$ cat config.mk
export PLATFORM = sky130hd
export DESIGN_NAME = mixw_store
export DESIGN_NICKNAME = d
export VERILOG_FILES = /design/src/rtl/mixw_pkg.sv /design/src/rtl/mixw_ctrl.sv /design/src/rtl/mixw_dp.sv /design/src/rtl/mixw_store.sv
export SDC_FILE = /design/constraint.sdc
export NUM_CORES = 1
export LEC_CHECK = 0
export ABC_AREA = 1
export CORE_MARGIN = 2
export CORE_UTILIZATION = 48
export DETAILED_ROUTE_END_ITERATION = 7
export PLACE_DENSITY = 0.93
export SLEW_MARGIN = 20
export SYNTH_ARGS = -nofsm -noshare
export SYNTH_HDL_FRONTEND = slang
export SYNTH_SLANG_ARGS = --single-unit
export TNS_END_PERCENT = 1
$ cat constraint.sdc
create_clock -name clk -period 2.05 [get_ports clk]
set_input_delay 0.41 -clock clk [delete_from_list [all_inputs] [get_ports clk]]
set_output_delay 0.41 -clock clk [all_outputs]
set_load 0.1 [all_outputs]
$ cat src/rtl/mixw_pkg.sv
package mixw_pkg;
  // Sequencer states
  typedef enum logic [1:0] {
    ST_IDLE  = 2'd0,
    ST_WRITE = 2'd1,
    ST_FIN   = 2'd2
  } seqState_t;

  // Strobes from control to datapath
  typedef struct packed {
    logic load;   // capture width, address and data
    logic step;   // advance to the next byte
  } dpCmd_t;
endpackage

$ cat src/rtl/mixw_ctrl.sv
module mixw_ctrl
  import mixw_pkg::*;
(
  input  logic   clk,
  input  logic   rstN,
  input  logic   start,
  input  logic   lastByte,
  output dpCmd_t cmd,
  output logic   busy,
  output logic   wrEn,
  output logic   done
);
  seqState_t state, stateNxt;

  always_ff @(posedge clk or negedge rstN) begin
    if (!rstN) state <= ST_IDLE;
    else       state <= stateNxt;
  end

  always_comb begin
    stateNxt = state;
    cmd      = '0;
    unique case (state)
      ST_IDLE: begin
        if (start) begin
          cmd.load = 1'b1;
          stateNxt = ST_WRITE;
        end
      end
      ST_WRITE: begin
        cmd.step = 1'b1;
        if (lastByte) stateNxt = ST_FIN;
      end
      ST_FIN:  stateNxt = ST_IDLE;
      default: stateNxt = ST_IDLE;
    endcase
  end

  assign busy = (state != ST_IDLE);
  assign wrEn = (state == ST_WRITE);
  assign done = (state == ST_FIN);
endmodule

$ cat src/rtl/mixw_dp.sv
module mixw_dp
  import mixw_pkg::*;
#(
  parameter int ADDR_W = 24,
  parameter int OFS_W  = 16,
  parameter int BYTE_W = 8
) (
  input  logic              clk,
  input  logic              rstN,
  input  dpCmd_t            cmd,
  input  logic              modeNative,
  input  logic              sfxValid,
  input  logic              sfxLong,
  input  logic [BYTE_W-1:0] baseReg,
  input  logic [ADDR_W-1:0] ptrReg,
  input  logic [ADDR_W-1:0] srcReg,
  output logic              lastByte,
  output logic              opWide,
  output logic [ADDR_W-1:0] wrAddr,
  output logic [BYTE_W-1:0] wrData
);
  localparam int NB_WIDE  = ADDR_W / BYTE_W;
  localparam int NB_SHORT = OFS_W / BYTE_W;
  localparam int IDX_W    = $clog2(NB_WIDE);
  localparam int HI_W     = ADDR_W - OFS_W;

  logic              wideSel;
  logic [ADDR_W-1:0] startAddr;
  logic [ADDR_W-1:0] addrQ;
  logic [ADDR_W-1:0] dataQ;
  logic [IDX_W-1:0]  idxQ;
  logic              wideQ;
  logic [ADDR_W-1:0] addrInc;
  logic [BYTE_W-1:0] byteLane [NB_WIDE];

  // The data-width part of the suffix overrides the mode. The
  // immediate-length part is deliberately not an input here.
  assign wideSel = sfxValid ? sfxLong : modeNative;

  // The base byte is placed on top only in 16-bit addressing.
  always_comb begin
    if (wideSel) startAddr = ptrReg;
    else         startAddr = {baseReg, ptrReg[OFS_W-1:0]};
  end

  // Native mode steps the whole address. Short mode steps only the offset.
  always_comb begin
    if (wideQ) addrInc = addrQ + ADDR_W'(1);
    else       addrInc = {addrQ[ADDR_W-1:OFS_W], addrQ[OFS_W-1:0] + OFS_W'(1)};
  end

  always_ff @(posedge clk or negedge rstN) begin
    if (!rstN) begin
      addrQ <= '0;
      dataQ <= '0;
      idxQ  <= '0;
      wideQ <= 1'b0;
    end else if (cmd.load) begin
      addrQ <= startAddr;
      dataQ <= wideSel ? srcReg : {{HI_W{1'b0}}, srcReg[OFS_W-1:0]};
      idxQ  <= '0;
      wideQ <= wideSel;
    end else if (cmd.step) begin
      addrQ <= addrInc;
      idxQ  <= idxQ + IDX_W'(1);
    end
  end

  // Split the captured operand into byte lanes.
  for (genvar g = 0; g < NB_WIDE; g++) begin : g_lane
    assign byteLane[g] = dataQ[g*BYTE_W +: BYTE_W];
  end

  always_comb begin
    wrData = '0;
    for (int k = 0; k < NB_WIDE; k++)
      if (idxQ == IDX_W'(k)) wrData = byteLane[k];
  end

  assign lastByte = wideQ ? (idxQ == IDX_W'(NB_WIDE - 1))
                          : (idxQ == IDX_W'(NB_SHORT - 1));
  assign opWide   = wideQ;
  assign wrAddr   = addrQ;
endmodule

$ cat src/rtl/mixw_store.sv
module mixw_store
  import mixw_pkg::*;
#(
  parameter int ADDR_W = 24,
  parameter int OFS_W  = 16,
  parameter int BYTE_W = 8
) (
  input  logic              clk,
  input  logic              rstN,
  input  logic              start,
  input  logic              modeNative,
  input  logic              sfxValid,
  input  logic              sfxLong,
  input  logic              sfxImmLong,
  input  logic [BYTE_W-1:0] baseReg,
  input  logic [ADDR_W-1:0] ptrReg,
  input  logic [ADDR_W-1:0] srcReg,
  output logic              busy,
  output logic              done,
  output logic              wrEn,
  output logic [ADDR_W-1:0] wrAddr,
  output logic [BYTE_W-1:0] wrData,
  output logic              opWide
);
  dpCmd_t cmd;
  logic   lastByte;
  logic   immUnused;

  // No immediate operand, so the length part of the suffix has no effect.
  assign immUnused = sfxImmLong;

  mixw_ctrl u_ctrl (
    .clk      (clk),
    .rstN     (rstN),
    .start    (start),
    .lastByte (lastByte),
    .cmd      (cmd),
    .busy     (busy),
    .wrEn     (wrEn),
    .done     (done)
  );

  mixw_dp #(
    .ADDR_W (ADDR_W),
    .OFS_W  (OFS_W),
    .BYTE_W (BYTE_W)
  ) u_dp (
    .clk        (clk),
    .rstN       (rstN),
    .cmd        (cmd),
    .modeNative (modeNative),
    .sfxValid   (sfxValid),
    .sfxLong    (sfxLong),
    .baseReg    (baseReg),
    .ptrReg     (ptrReg),
    .srcReg     (srcReg),
    .lastByte   (lastByte),
    .opWide     (opWide),
    .wrAddr     (wrAddr),
    .wrData     (wrData)
  );
endmodule

Word level (Yosys, flattened, before mapping). Cells that the tools add are included.

Register bits: 53.

Add/sub/neg operators: 3. Eq/ne operators: 6. Multiplexer cells: 18. Reduce and logical (&&, ||, !) cells: 7.

Operator list (count): $mux W24 (5); $add A24 B1 Y24 const B (1); $mux W8 (3); $add A16 B1 Y16 const B (1); $mux W2 (4); $reduce_bool A2 Y1 (3); $mux W1 (5); $eq A2 B1 Y1 const B (2); $eq A2 B2 Y1 const B (2); $logic_not A2 Y1 (2); $pmux W2 S2 (1); $reduce_and A2 Y1 (2); $add A2 B1 Y2 const B (1); $ne A2 B1 Y1 const B (1); $ne A2 B2 Y1 const B (1).

Logic depth before layout (Yosys ltp).
Word-level depth: 4. Depth in mapped cells: 9.

Modules after synthesis. From an unflattened synthesis, not the netlist that was laid out.

Cells, all modules: 415. Area total of the unflattened synthesis: 3218.1 um^2.

By module, submodules not included: mixw_dp (instances 1, cells each 400, area each 3111.7 um^2, seq. area each 1276.2 um^2); mixw_ctrl (instances 1, cells each 15, area each 106.4 um^2, seq. area each 50.0 um^2).

Least setup slack after synthesis. Ideal clock, no wire load.

Kind: register to output. Start: register u_dp.idxQ[0]. End: output wrData[0]. Data arrival time: 2693 ps. Required time: 1640 ps. Slack: -1053 ps. Cell stages (with the launch flop): 6. Buffers on the path: 1. Cells stage by stage: dfrtp_1 ha_1 clkbuf_1 nor2_1 a221oi_1 a21oi_1.

Cells in the longest elaborated chain, start to end: 4. Elaborated cells on any way between the ends: 6.

Ends and longest elaborated chain: start: declaration (line mixw_dp.sv:31) `logic [IDX_W-1:0] idxQ;`; start signal: assignment (line mixw_dp.sv:65) `idxQ <= idxQ + IDX_W'(1);`; $logic_not A2 Y1 (line mixw_dp.sv:77) `if (idxQ == IDX_W'(k)) wrData = byteLane[k];`; $mux W8 (2 in a row) (line mixw_dp.sv:77); $mux W8 (*) (line mixw_dp.sv:77); end: declaration (line mixw_store.sv:22) `output logic [BYTE_W-1:0] wrData,`.

Every way passes the cells marked *; elsewhere a longest branch is shown, timed or not.

Worst setup path after layout. Ends and elaborated chain as after synthesis.

==> reports/metrics.yaml <==
synthTopCellsByCount: "108 x nand2_1, 53 x dfrtp_1, 46 x nor2_1, 43 x inv_1, 38 x nand3_1"
whs_ps: 50.2
cap_violations: 0
worstPathMaxFanout: 11
cp-start-kind: "flop"
n_fill_cell: 488
first_pass_iters: 5
ant_nets: 0
cp.arrival_ps: 1860
die_w_um: 87.0
grtUsageTotal_pct: 25.8
root_buffer: "clkbuf_8"
drc_errors: 0
hold_path_class: "in2async"
htree_levels: 2
initial_core_util_pct: 49.2
period_share_pct: 111
fin_skew_ps: 11.7
drt-vias-per-instance: 5.58
cts_buffer_depth: 2
tightestPinTransition_ps: 528
layout_setup_ws_ps: -218
status: "finished with violations"
numPortBuffers: 97
dp_hpwl_um: 6720
synth_most_common_cell: "nand2_1"
grt_start_max_net_pins: 27
rows: 30
synth-seq-cells: 53
clk_pin_slew_worst_paths_ps: 110
synth-edff-count: 0
max_slew_margin_pct: 64.8
vias: 3457
core_um2: 6720
grt_pass1_wl_um: 15500
finalSetupViolCount: 8
hold_viol: 0
syn_to_final_growth_pct: 46.9
multi_input_area_um2: 1890
regArea_um2: 1330
worstPathRequired_ps: 1640
violations: "setup timing"
synth.avg_cell_area_um2: 7.69
cp-startpoint: "u_dp.idxQ[0]"
netlist_instances: 430
synth.area.top_cells: "dfrtp_1 40%, nand2_1 12%, nand3_1 5.8%, nor2_1 5.2%, inv_1 4.9%"
ios: 99
layout.nets: 605
clock-sinks: 53
drive_gt1_share_pct: 25.2
grt_pass1_vias: 3467
syn-num-nets: 497
n_antenna_cell: 0
place.gp.congestion: 0.890
drtIter0Drc: 226
antenna_found_initial: 0
layout_min_cycle_time_ps: 2270
synthFlopType: "dfrtp_1"
dieArea_um2: 7570
grt_setup_unrepaired: "true"
synthesis.area_um2: 3310
ys_seq_area_share_pct: 40.1
cts_tree: "done"
synth_top_area_share_pct: 40.1
cts-buffers-inserted: 5
grt_overflow: 0
clock_latency_ps: 320
fmax_mhz: 441
async_flop_share_pct: 100
r2r-start: "u_ctrl.state[1]"
synth_cell_types: 39
finalWirelength_um: 9590
wl_per_cell_um: 15.5
yosysWarnings: 0
report.final.slew_viol_count: 0
synth_top_cell_by_area: "dfrtp_1"
critical_path_class: "reg2out"
fp.dieH_um: 87.0
cts.hold.buffers_added: 0
endpoint_kind: "output pin"
==> repair_timing <==
action | in CTS | in global routing
endpoints found under the setup margin | 8 | 8
endpoints found under the hold margin | 0 | 0
pin swaps | 3 | 1
resized for setup | 27 | 0
buffers inserted | 5 | 1
cloned | 0 | 0
==> area by class of cell <==
class	count	area share [%]
multi-input cells	311	39.0
flip-flops and latches	53	27.3
repair buffers	117	25.6
inverters	50	4.02
well taps	80	2.06
clock buffers	5	1.42
clock inverters	3	0.592
==> sequential cells by signal (all words and copies together), names as in the netlist <==
register	flops
u_dp.dataQ	24
u_dp.wrAddr	24
u_ctrl.state	2
u_dp.idxQ	2
u_dp.opWide	1
==> final timing paths <==
check | cells past startpoint | slack (ps) | to
setup / recovery | 7 | -220 | wrData[0]
hold reg to reg | 2 | 530 | u_dp.dataQ[0]
max in group asynchronous | 2 | 1350 | u_dp.wrAddr[23]
hold / removal | 1 | 50 | u_dp.wrAddr[5]
min in group clk | 2 | 530 | u_dp.dataQ[0]
setup reg to reg | 8 | 340 | u_dp.wrAddr[9]
==> layer usage <==
layer / GRT usage, % / vias to the layer above / wire length, um
li1: - / 1622 / -
met1: 30.0 / 1618 / 3580
met2: 45.9 / 185 / 5010
met3: 5.50 / 32 / 741
met4: 10.7 / 0 / 256
met5: 0 / - / 0
==> cells in the final DEF (no fill, tap or decap), drive strengths merged, types with 2 or more instances in the layout <==
cell type	synthesis	layout
nand2	114	114
clkdlybuf4s50	0	60
buf	13	57
nor2	55	55
dfrtp	53	53
inv	50	52
nand3	39	39
o21ai	38	38
a21oi	28	28
a221oi	8	8
a211oi	7	7
clkbuf	3	5
ha	4	4
nand4	3	3
nor3	3	3
o211ai	3	3
o22ai	2	2
o21bai	2	2
==> cells by family (layout without fill, tap and decap cells) <==
group           Yosys count  after routing  synth area share, %
mux                       1              1                0.303
xor+xnor                  1              1                0.265
compound gates           90             90                 18.8
simple gates            215            215                 29.3
fa+ha+maj                 4              4                 1.51
buf+inv                  66            175                 9.69
flops                    53             53                 40.1
==> worst max-delay path: stages (launching register included) <==
cell and delay [ps]:
dfrtp_1 450, inv_2 110, buf_4 130, ha_4 290
a221oi_2 80, buf_4 160, a21oi_4 140, buf_12 190
==> stage by stage <==
stage / utilization (%) / setup TNS [ps] / instance area, um2 / instances / setup WS (ps)
2_1_floorplan: - / -1250 / 3410 / 430 / -118
3_3_place_gp: 67.9 / 0 / 4560 / 606 / 99.3
3_5_place_dp: 67.9 / 0 / 4560 / 606 / 39.2
4_1_cts: 72.2 / -1160 / 4850 / 618 / -165
5_1_grt: 72.3 / -2070 / 4860 / 619 / -288
6_report: 72.3 / -1510 / 4860 / 619 / -218
Power is not shown: default switching activity piles up to over one toggle a cycle in this logic, so the estimate is an artifact.
